File: config.mk
export PLATFORM = sky130hd
export DESIGN_NAME = bg_column_mixer
export DESIGN_NICKNAME = d
export VERILOG_FILES = /design/src/rtl/bg_mix_pkg.sv /design/src/rtl/bg_addr_gen.sv /design/src/rtl/bg_pixel_mux.sv /design/src/rtl/bg_column_mixer.sv
export SDC_FILE = /design/constraint.sdc
export NUM_CORES = 1
export LEC_CHECK = 0
export ABC_CLOCK_PERIOD_IN_PS = 2800
export CORE_UTILIZATION = 39
export CTS_BUF_LIST = sky130_fd_sc_hd__clkbuf_8
export DETAILED_ROUTE_END_ITERATION = 10
export DONT_BUFFER_PORTS = 1
export GPL_TIMING_DRIVEN = 0
export MAX_ROUTING_LAYER = met4
export PLACE_DENSITY = 0.52
export SYNTH_ARGS = -nofsm -noshare
export SYNTH_HDL_FRONTEND = slang
export SYNTH_SLANG_ARGS = --single-unit
File: constraint.sdc
create_clock -name clk -period 2.8 [get_ports clk]
set_input_delay 0.42 -clock clk [delete_from_list [all_inputs] [get_ports clk]]
set_output_delay 0.42 -clock clk [all_outputs]
set_load 0.02 [all_outputs]
File: src/rtl/bg_mix_pkg.sv
package bg_mix_pkg;

  typedef enum logic [1:0] {
    ST_IDLE = 2'd0,
    ST_ADDR = 2'd1,
    ST_DATA = 2'd2,
    ST_PIX  = 2'd3
  } mix_state_t;

  // 16-bit name-table entry layout
  typedef struct packed {
    logic [2:0] spare;
    logic       prio;
    logic       pal;
    logic       vflip;
    logic       hflip;
    logic [8:0] tile;
  } tile_entry_t;

endpackage

File: src/rtl/bg_addr_gen.sv
module bg_addr_gen #(
  parameter int COL_W        = 5,
  parameter int LINE_W       = 8,
  parameter int ADDR_W       = 14,
  parameter int ACTIVE_LINES = 192,
  parameter int WRAP_LINES   = 224,
  parameter int LOCK_COL     = 24,
  parameter int HLOCK_LINES  = 16
) (
  input  logic [COL_W-1:0]  col,
  input  logic [LINE_W-1:0] line,
  input  logic              disp_en,
  input  logic              mode_sel,
  input  logic [2:0]        base,
  input  logic [COL_W+2:0]  xscroll,
  input  logic [LINE_W-1:0] yscroll,
  input  logic              hlock,
  input  logic              vlock,
  output logic [ADDR_W-1:0] name_addr,
  output logic [2:0]        fine_row,
  output logic [LINE_W:0]   vpos,
  output logic              active
);
  localparam int XS_W       = COL_W + 3;
  localparam int BASE_SHIFT = ADDR_W - 3;

  logic [LINE_W-1:0] ys_eff;
  logic [XS_W-1:0]   xs_eff;
  logic [LINE_W:0]   vsum;
  logic [XS_W-1:0]   xsum;

  always_comb begin
    ys_eff = (vlock && col >= COL_W'(LOCK_COL)) ? '0 : yscroll;
    xs_eff = (hlock && line < LINE_W'(HLOCK_LINES)) ? '0 : xscroll;
    vsum   = {1'b0, line} + {1'b0, ys_eff};
    vpos   = (vsum > (LINE_W+1)'(WRAP_LINES - 1)) ? vsum - (LINE_W+1)'(WRAP_LINES) : vsum;
    xsum   = {col, 3'b000} + xs_eff;
    fine_row  = vpos[2:0];
    name_addr = (ADDR_W'(base) << BASE_SHIFT)
              + (ADDR_W'(vpos[LINE_W-1:3]) << 6)
              + (ADDR_W'(xsum[XS_W-1:3]) << 1);
    active = disp_en && mode_sel && (line < LINE_W'(ACTIVE_LINES));
  end
endmodule

File: src/rtl/bg_pixel_mux.sv
module bg_pixel_mux (
  input  logic       blank,
  input  logic [3:0] bg_col,
  input  logic       bg_pal,
  input  logic       bg_prio,
  input  logic [3:0] spr_col,
  input  logic [3:0] backdrop,
  output logic [4:0] index
);
  always_comb begin
    if (blank)                         index = {1'b1, backdrop};
    else if (bg_prio && bg_col != '0)  index = {bg_pal, bg_col};
    else if (spr_col != '0)            index = {1'b1, spr_col};
    else if (bg_col != '0)             index = {bg_pal, bg_col};
    else                               index = {1'b1, backdrop};
  end
endmodule

File: src/rtl/bg_column_mixer.sv
module bg_column_mixer
  import bg_mix_pkg::*;
#(
  parameter int COL_W        = 5,
  parameter int LINE_W       = 8,
  parameter int ADDR_W       = 14,
  parameter int LB_AW        = 9,
  parameter int ACTIVE_LINES = 192,
  parameter int WRAP_LINES   = 224,
  parameter int LOCK_COL     = 24,
  parameter int HLOCK_LINES  = 16
) (
  input  logic              clk,
  input  logic              rst_n,
  input  logic              cfg_disp_en,
  input  logic              cfg_mode_sel,
  input  logic [2:0]        cfg_name_base,
  input  logic [COL_W+2:0]  cfg_xscroll,
  input  logic [LINE_W-1:0] cfg_yscroll,
  input  logic              cfg_hlock,
  input  logic              cfg_vlock,
  input  logic              cfg_col0_mask,
  input  logic              cfg_spr_shift,
  input  logic [3:0]        cfg_backdrop,
  input  logic              req_valid,
  output logic              req_ready,
  input  logic [COL_W-1:0]  req_col,
  input  logic [LINE_W-1:0] req_line,
  output logic              mem_rd,
  output logic [ADDR_W-1:0] mem_addr,
  input  logic [7:0]        mem_data,
  output logic [LB_AW-1:0]  lb_addr,
  input  logic [3:0]        lb_data,
  output logic              pix_valid,
  input  logic              pix_ready,
  output logic [4:0]        pix_index
);
  localparam int PLANES = 4;
  localparam int NREADS = 2 + PLANES;
  localparam int PIXELS = 8;

  mix_state_t        state_q;
  logic [2:0]        idx_q, pcnt_q;
  logic [COL_W-1:0]  col_q;
  logic [ADDR_W-1:0] name_q;
  logic [2:0]        frow_q;
  logic              blank_q, shift_q;
  logic [3:0]        bd_q;
  tile_entry_t       entry_q;
  logic [7:0]        plane_q [PLANES];

  logic [ADDR_W-1:0] ag_name;
  logic [2:0]        ag_frow;
  logic [LINE_W:0]   ag_vpos;
  logic              ag_active;

  bg_addr_gen #(
    .COL_W(COL_W), .LINE_W(LINE_W), .ADDR_W(ADDR_W), .ACTIVE_LINES(ACTIVE_LINES),
    .WRAP_LINES(WRAP_LINES), .LOCK_COL(LOCK_COL), .HLOCK_LINES(HLOCK_LINES)
  ) u_addr (
    .col(req_col), .line(req_line), .disp_en(cfg_disp_en), .mode_sel(cfg_mode_sel),
    .base(cfg_name_base), .xscroll(cfg_xscroll), .yscroll(cfg_yscroll),
    .hlock(cfg_hlock), .vlock(cfg_vlock), .name_addr(ag_name), .fine_row(ag_frow),
    .vpos(ag_vpos), .active(ag_active)
  );

  logic blank_in;
  assign blank_in  = !ag_active || (req_col == '0 && cfg_col0_mask);
  assign req_ready = (state_q == ST_IDLE);

  // read address sequencing: entry low, entry high, then four plane bytes
  logic [2:0]        row_sel;
  logic [ADDR_W-1:0] pat_addr, rd_addr;
  logic [1:0]        pl_sel;
  assign row_sel  = entry_q.vflip ? ~frow_q : frow_q;
  assign pat_addr = (ADDR_W'(entry_q.tile) << 5) + (ADDR_W'(row_sel) << 2);
  assign pl_sel   = 2'(idx_q - 3'd2);

  always_comb begin
    case (idx_q)
      3'd0:    rd_addr = name_q;
      3'd1:    rd_addr = name_q + ADDR_W'(1);
      default: rd_addr = pat_addr + ADDR_W'(pl_sel);
    endcase
  end
  assign mem_rd   = (state_q == ST_ADDR);
  assign mem_addr = rd_addr;

  // planar to per-pixel colour
  logic [2:0] bit_sel;
  logic [3:0] bg_col;
  assign bit_sel = entry_q.hflip ? pcnt_q : 3'd7 - pcnt_q;
  for (genvar k = 0; k < PLANES; k++) begin : g_plane
    assign bg_col[k] = plane_q[k][bit_sel];
  end

  assign lb_addr = (LB_AW'(col_q) << 3) + LB_AW'(pcnt_q) + (shift_q ? LB_AW'(PIXELS) : '0);

  bg_pixel_mux u_mux (
    .blank(blank_q), .bg_col(bg_col), .bg_pal(entry_q.pal), .bg_prio(entry_q.prio),
    .spr_col(lb_data), .backdrop(bd_q), .index(pix_index)
  );
  assign pix_valid = (state_q == ST_PIX);

  always_ff @(posedge clk) begin
    if (!rst_n) begin
      state_q <= ST_IDLE;
      idx_q   <= '0;
      pcnt_q  <= '0;
      col_q   <= '0;
      name_q  <= '0;
      frow_q  <= '0;
      blank_q <= 1'b0;
      shift_q <= 1'b0;
      bd_q    <= '0;
      entry_q <= '0;
      for (int k = 0; k < PLANES; k++) plane_q[k] <= '0;
    end else begin
      case (state_q)
        ST_IDLE: if (req_valid) begin
          col_q   <= req_col;
          name_q  <= ag_name;
          frow_q  <= ag_frow;
          blank_q <= blank_in;
          shift_q <= cfg_spr_shift;
          bd_q    <= cfg_backdrop;
          idx_q   <= '0;
          pcnt_q  <= '0;
          state_q <= blank_in ? ST_PIX : ST_ADDR;
        end
        ST_ADDR: state_q <= ST_DATA;
        ST_DATA: begin
          case (idx_q)
            3'd0:    entry_q[7:0]  <= mem_data;
            3'd1:    entry_q[15:8] <= mem_data;
            default: plane_q[pl_sel] <= mem_data;
          endcase
          if (idx_q == 3'(NREADS - 1)) state_q <= ST_PIX;
          else begin
            idx_q   <= idx_q + 3'd1;
            state_q <= ST_ADDR;
          end
        end
        ST_PIX: if (pix_ready) begin
          pcnt_q <= pcnt_q + 3'd1;
          if (pcnt_q == 3'(PIXELS - 1)) state_q <= ST_IDLE;
        end
        default: state_q <= ST_IDLE;
      endcase
    end
  end

  // a stalled pixel is held unchanged
  a_r2_stall_hold: assert property (@(posedge clk) disable iff (!rst_n)
    pix_valid && !pix_ready |=> pix_valid && $stable(pix_index));

  // accepting requests only while neither reading nor emitting
  a_r1_ready_idle: assert property (@(posedge clk) disable iff (!rst_n)
    req_ready |-> !pix_valid && !mem_rd);

  // wrapped vertical position stays inside the 224-line map
  a_r3_vpos_wrapped: assert property (@(posedge clk) disable iff (!rst_n)
    ag_vpos < (LINE_W+1)'(WRAP_LINES));

  // an inactive-display request goes straight to pixel output
  a_r11_inactive_direct: assert property (@(posedge clk) disable iff (!rst_n)
    req_valid && req_ready && !ag_active |=> pix_valid && !mem_rd);

  // a masked column 0 skips the memory reads
  a_r10_col0_direct: assert property (@(posedge clk) disable iff (!rst_n)
    req_valid && req_ready && req_col == '0 && cfg_col0_mask |=> pix_valid && !mem_rd);

endmodule

# ---- After elaboration in Yosys (flattened, before gate mapping)
# Memory sizes are Yosys's and may differ from the RTL's.
# Cells that the tools add are included.
# Widths: inputs -> output; s select.
dict set report word_totals {
  regBits 49
  ramBits 32
  in_bits 58
  output_inout_bits 31
  elab_cells 107
  mem_count 1
}
dict set report classes {
  n_addsub 14
  n_lt_le_gt_ge 5
  n_eq_ne 10
  muxes 38
  bitwise_logic 1
  n_reduce_logical 23
}
# memory words width rd rd_clocked_by_memory_dff write_ports line
set memory_table {}
lappend memory_table {plane_q 4 8 4 0 4 bg_column_mixer.sv:50} ;# logic [7:0] plane_q [PLANES];
# cell count
set ops {}
lappend ops {{$mux 8} 4}
lappend ops {{$pmux 14 s2} 1}
lappend ops {{$mux 5} 4}
lappend ops {{$mux 3} 5}
lappend ops {{$add 14x1->14 const B} 1}
lappend ops {{$add 14x11->14} 1}
lappend ops {{$add 14x2->14} 1}
lappend ops {{$add 14x5->14} 1}
lappend ops {{$add 14x6->14} 1}
lappend ops {{$bmux 1 s3} 4}
lappend ops {{$mux 2} 6}
lappend ops {{$pmux 3 s2} 2}
lappend ops {{$mux 1} 10}
lappend ops {{$add 8x3->9} 1}
lappend ops {{$add 8x8->9} 1}
lappend ops {{$add 9x4->9} 1}
lappend ops {{$gt 9x8->1 const B} 1}
lappend ops {{$reduce_and 3->1} 3}
lappend ops {{$add 8x8->8} 1}
lappend ops {{$lt 8x5->1 const B} 1}
lappend ops {{$lt 8x8->1 const B} 1}
lappend ops {{$pmux 2 s4} 1}
lappend ops {{$reduce_bool 4->1} 2}
lappend ops {{$reduce_or 8->1} 1}
lappend ops {{23 further kinds} 36}

# ---- Depth between registers and ports, before layout
dict set report depth {
  ltp_word 9
  depth_mapped 12
  depth_no_buf 12
}

# ---- Modules after synthesis
# Synthesis repeated with hierarchy kept, for this count alone.
dict set report unflattened {
  cells_unflattened 564
  area_unflattened_um2 5237.5
}
# module n_inst cells_each area_each_um2 seq_area_each_um2
set modules_own_cells {}
lappend modules_own_cells {bg_column_mixer 1 443 4291.6 1941.9}
lappend modules_own_cells {bg_addr_gen 1 103 793.3 0.0}
lappend modules_own_cells {bg_pixel_mux 1 18 152.6 0.0}

# ---- Worst setup path before layout
# OpenSTA, ideal clock, no wires.
dict set report synth_timing {
  path_type {register -> register}
  start {reg idx_q[0]}
  end {mem plane_q[0][0] (enable)}
  setup_time_ns 0.384
  t_arrival_ns 2.595
  required_ns 2.416
  slack_ns -0.179
  stages_incl_launch_ff 9
  path_buffers 1
  synth_period_minus_slack_ns 2.979
  path_cell_list {dfxtp_1 clkbuf_1 inv_1 ha_1 o21bai_1 nand2_1 nor2_1 nand2_1 o21ai_0}
}
# item line
set synth_lines {}
lappend synth_lines {{start, declared} bg_column_mixer.sv:43} ;# logic [2:0] idx_q, pcnt_q;
lappend synth_lines {{start signal, assigned} bg_column_mixer.sv:140} ;# idx_q <= idx_q + 3'd1;
lappend synth_lines {{end, declared} bg_column_mixer.sv:50}

# ---- Worst setup path in the final report
dict set report layout_timing {
  start {reg pcnt_q[0]}
  end {out pix_index[3]}
}
dict set report layout_between {
  elab_chain_len 9
  word_cells_on_any_way 16
  cone_classes {add/sub (1); mux (13); reduce/logical (2)}
}
# item line
set layout_lines {}
lappend layout_lines {{start, declared} bg_column_mixer.sv:43}
lappend layout_lines {{start signal, assigned} bg_column_mixer.sv:145} ;# pcnt_q <= pcnt_q + 3'd1;
lappend layout_lines {{$sub 3x3->3} bg_column_mixer.sv:92} ;# assign bit_sel = entry_q.hflip ? pcnt_q : 3'd7 - pcnt_q;
lappend layout_lines {{$mux 3 *} bg_column_mixer.sv:92}
lappend layout_lines {{$bmux 1 s3} bg_column_mixer.sv:94} ;# assign bg_col[k] = plane_q[k][bit_sel];
lappend layout_lines {{$mux 1 (not written as such)} bg_column_mixer.sv:94}
lappend layout_lines {{$reduce_bool 4->1} {bg_pixel_mux.sv:12, bg_pixel_mux.sv:14}}
lappend layout_lines {{$mux 5} bg_pixel_mux.sv:14} ;# else if (bg_col != '0) index = {bg_pal, bg_col};
lappend layout_lines {{$mux 5} bg_pixel_mux.sv:13} ;# else if (spr_col != '0) index = {1'b1, spr_col};
lappend layout_lines {{$mux 5 *} bg_pixel_mux.sv:12} ;# else if (bg_prio && bg_col != '0) index = {bg_pal, bg_col};
lappend layout_lines {{$mux 5 *} bg_pixel_mux.sv:11} ;# if (blank) index = {1'b1, backdrop};
lappend layout_lines {{end, declared} bg_column_mixer.sv:36} ;# output logic [4:0] pix_index
# Mark *: on every way between the ends. The rest lies on a longest branch, timed or not. The select of a mux whose other input is x is not followed.

==> results.cfg <==
[cells_and_area]
design_area_um2 = 5650
nNetsFinal = 601
diodes = 0
stdcell_count = 670
drive_above_1_share_pct = 18.8
syn2layout_area_growth_pct = 19.9

[timing]
final.min_clock_period_ns = 3.10
rsz0062_at_grt = true
fin_worst_skew_ns = 0.00517
hold_viol_final = 0
max_clock_freq_mhz = 323
worst_pin_slew_ns = 0.868
setup_viol = 5
fin_crit_sh_pct = 111
slew_headroom_pct = 41.6
slew_violations = 0
fin_ws_ns = -0.299

[routing]
dr.max_layer_used = met4
wl_met2_mm = 6.08
dr.pass1.iters = 8
route.detailed.drc = 4
routedWlPerCell_um = 18.2
drt_wl_total_mm = 12.2
routed-wl-met3_um = 584
first_iter_violations = 204
via_per_inst = 5.41
wl_met1_mm = 5.36
ant_nets = 0
vias = 3628

[global_routing]
grt_max_degree = 14
grt_usage_pct = 21.0
grt_pass1_vias = 3630
grt_pass1_wl_mm = 19.5
overflow = 0
antenna_found_initial = 0

[die]
coreArea_um2 = 11600
die_y_um = 112
start_util_pct = 40.6
row_count = 39
chipWidth_um = 112
die_area_um2 = 12500
pin_count = 89

[critical_path]
cp.arrival_ns = 2.68
cp-start-kind = register
path_max_fanout = 5
worstPathRequired_ns = 2.38
end_kind = primary output
critPathKind = register to primary output

[place]
io_buffer_count = 0
dpl_cell_area_um2 = 4890
dp.cells = 632
place.gp.congestion = 0.796
dp_hpwl_mm = 9.02

[clock_network]
cts-hold-fix-buffers = 0
htree_levels = 3
cts_sinks = 80
clk_latency_ns = 0.35
numCtsBuffers = 9
clk_pin_slew_worst_paths_ns = 0.08
cts_tree = yes
clockBufferDepth = 2
root_buffer = clkbuf_8

[logic_synthesis]
synth.avg_cell_area_um2 = 9.63
synth-async-reset-ratio_pct = 0
synth_cells = 489
ys_seq_area_share_pct = 40.8
synth_nets = 568
synth-seq-cells = 80
synth-main-ff-cell = dfxtp_1
yosys.cell_types.count = 48
yosysWarnings = 0
syn_area_um2 = 4710
synth_edf_count = 32

[pwr]
peakVddDrop_v = 0.000234
power.density_nw_per_um2 = 506
leakage_uw = 0.00212

[flow_run]
drv.max_cap_violation_count = 0

[run_status]
violations = design-rule violations, negative setup slack
status = finished, violations left

[min_path]
hp-class = primary input to register
-- kinds of logic (layout without fill, tap and decap cells) --
family                     count (synthesis)  count (layout)  synth area share, %
and+or+nand+nor                          186             186                 18.9
AOI/OAI and AO/OA                        105             105                 14.6
DFF                                       80              80                 40.8
muxes                                     48              48                 13.0
buffers and inverters                     30              68                 3.19
adders and majority gates                 21              21                 5.90
xor gates and xnor gates                  19              19                 3.53
-- synthesized netlist by cell type, drive strengths merged, types with 8 or more instances --
library cell  number  area (µm²)
clkbuf            12        45.0
o21ai             13        65.1
a22oi             10        75.1
edfxtp            32         961
xnor2             12         105
ha                19         238
inv               11        41.3
nand2             62         233
mux2i             27         270
a21oi             40         200
dfxtp             48         961
mux2              13         146
mux4               8         195
and2              45         282
nor2              48         180
-- sequential cells by signal (all words and copies together), names as in the netlist --
name,count
plane_q,32
entry_q,13
name_q,13
col_q,5
bd_q,4
frow_q,3
idx_q,3
pcnt_q,3
state_q,2
blank_q,1
shift_q,1
-- final cells by class --
type,instances,area [µm²]
clock inverters,4,43.8
fillers,1098,5970
flip-flops and latches,80,1930
multi-input cells,379,2880
plain buffers,18,133
inverters,11,41.3
well taps,143,179
repair buffers,23,272
clock buffers,12,165
-- where the power goes --
| part | leakage [µW] | internal, µW | switching (µW) |
|---|---|---|---|
| Sequential | 0.000725 | 1270 | 46.3 |
| Combinational | 0.00128 | 261 | 372 |
| Clock | 0.000116 | 480 | 423 |
-- worst max-delay path, cell delays in order, from the launching register on --
cell,delay [ns]
dfxtp_4,0.39
buf_12,0.15
buf_12,0.13
buf_12,0.12
buf_4,0.12
mux4_2,0.32
o22ai_4,0.18
o22ai_2,0.11
or2_4,0.29
a211oi_4,0.25
buf_6,0.16
o31ai_4,0.10
-- path summary, 6_finish.rpt --
path | from | depth (start not counted) | slack [ns] | endpoint
worst max register to register | idx_q[0]$_SDFFE_PN0P_ | 8 | 0.19 | plane_q[0][1]$_SDFFCE_PN0P_
worst min-delay path | req_col[0] | 2 | 0.19 | col_q[0]$_SDFFE_PN0P_
worst min register to register | name_q[6]$_SDFFE_PN0P_ | 2 | 0.45 | name_q[6]$_SDFFE_PN0P_
worst max-delay path | pcnt_q[0]$_SDFFE_PN0P_ | 11 | -0.30 | pix_index[3]
-- metal layers --
| metal | vias to the layer above | global-route usage [%] |
|---|---|---|
| met3 | 13 | 3.65 |
| met1 | 1723 | 25.4 |
| met5 | - | - |
| li1 | 1820 | - |
| met4 | 0 | 7.57 |
| met2 | 72 | 35.0 |
-- timing repair --
item,CTS,global route
endpoints found under the hold margin,0,0
resized for setup,60,8
setup buffers,19,2
gates cloned,1,1
pin swaps,19,1
endpoints found under the setup margin,82,22
-- metrics by stage --
stage / setup slack, ns / util [%] / hold slack (ns) / power, µW / setup TNS (ns)
3_5_place_dp: -1.34 / 42.1 / 0.446 / 1880 / -48.72
4_1_cts: -0.261 / 48.0 / 0.176 / 2870 / -1.11
2_1_floorplan: -0.179 / - / 0.429 / 1770 / -2.86
5_1_grt: -0.427 / 48.6 / 0.183 / 3000 / -1.86
6_report: -0.299 / 48.6 / 0.191 / 2860 / -1.26
3_3_place_gp: -1.28 / 42.1 / 0.441 / 1880 / -45.70
-- cells in the final DEF (no fill, tap or decap), types with 3 or more instances in the layout --
master	n
xnor2_1	12
clkbuf_8	12
nand2b_1	4
o31ai_4	4
mux2_2	9
nor2_1	45
nor2_2	3
nor4_1	4
a31oi_1	3
edfxtp_1	32
xor2_1	6
a21o_1	7
o211ai_1	3
a21oi_2	5
ha_1	19
o221a_4	3
mux2_1	3
clkbuf_1	10
nand2_1	62
nor3_1	5
nand3_1	6
mux4_1	3
mux4_2	5
a21oi_1	35
and2_1	45
buf_12	7
dfxtp_1	45
mux2i_1	26
buf_4	14
o22ai_4	4
a22oi_1	5
buf_6	3
a211oi_1	6
o21ai_0	10
inv_1	13
a22oi_2	5
Note: power is estimated with default switching activity, not from simulation.
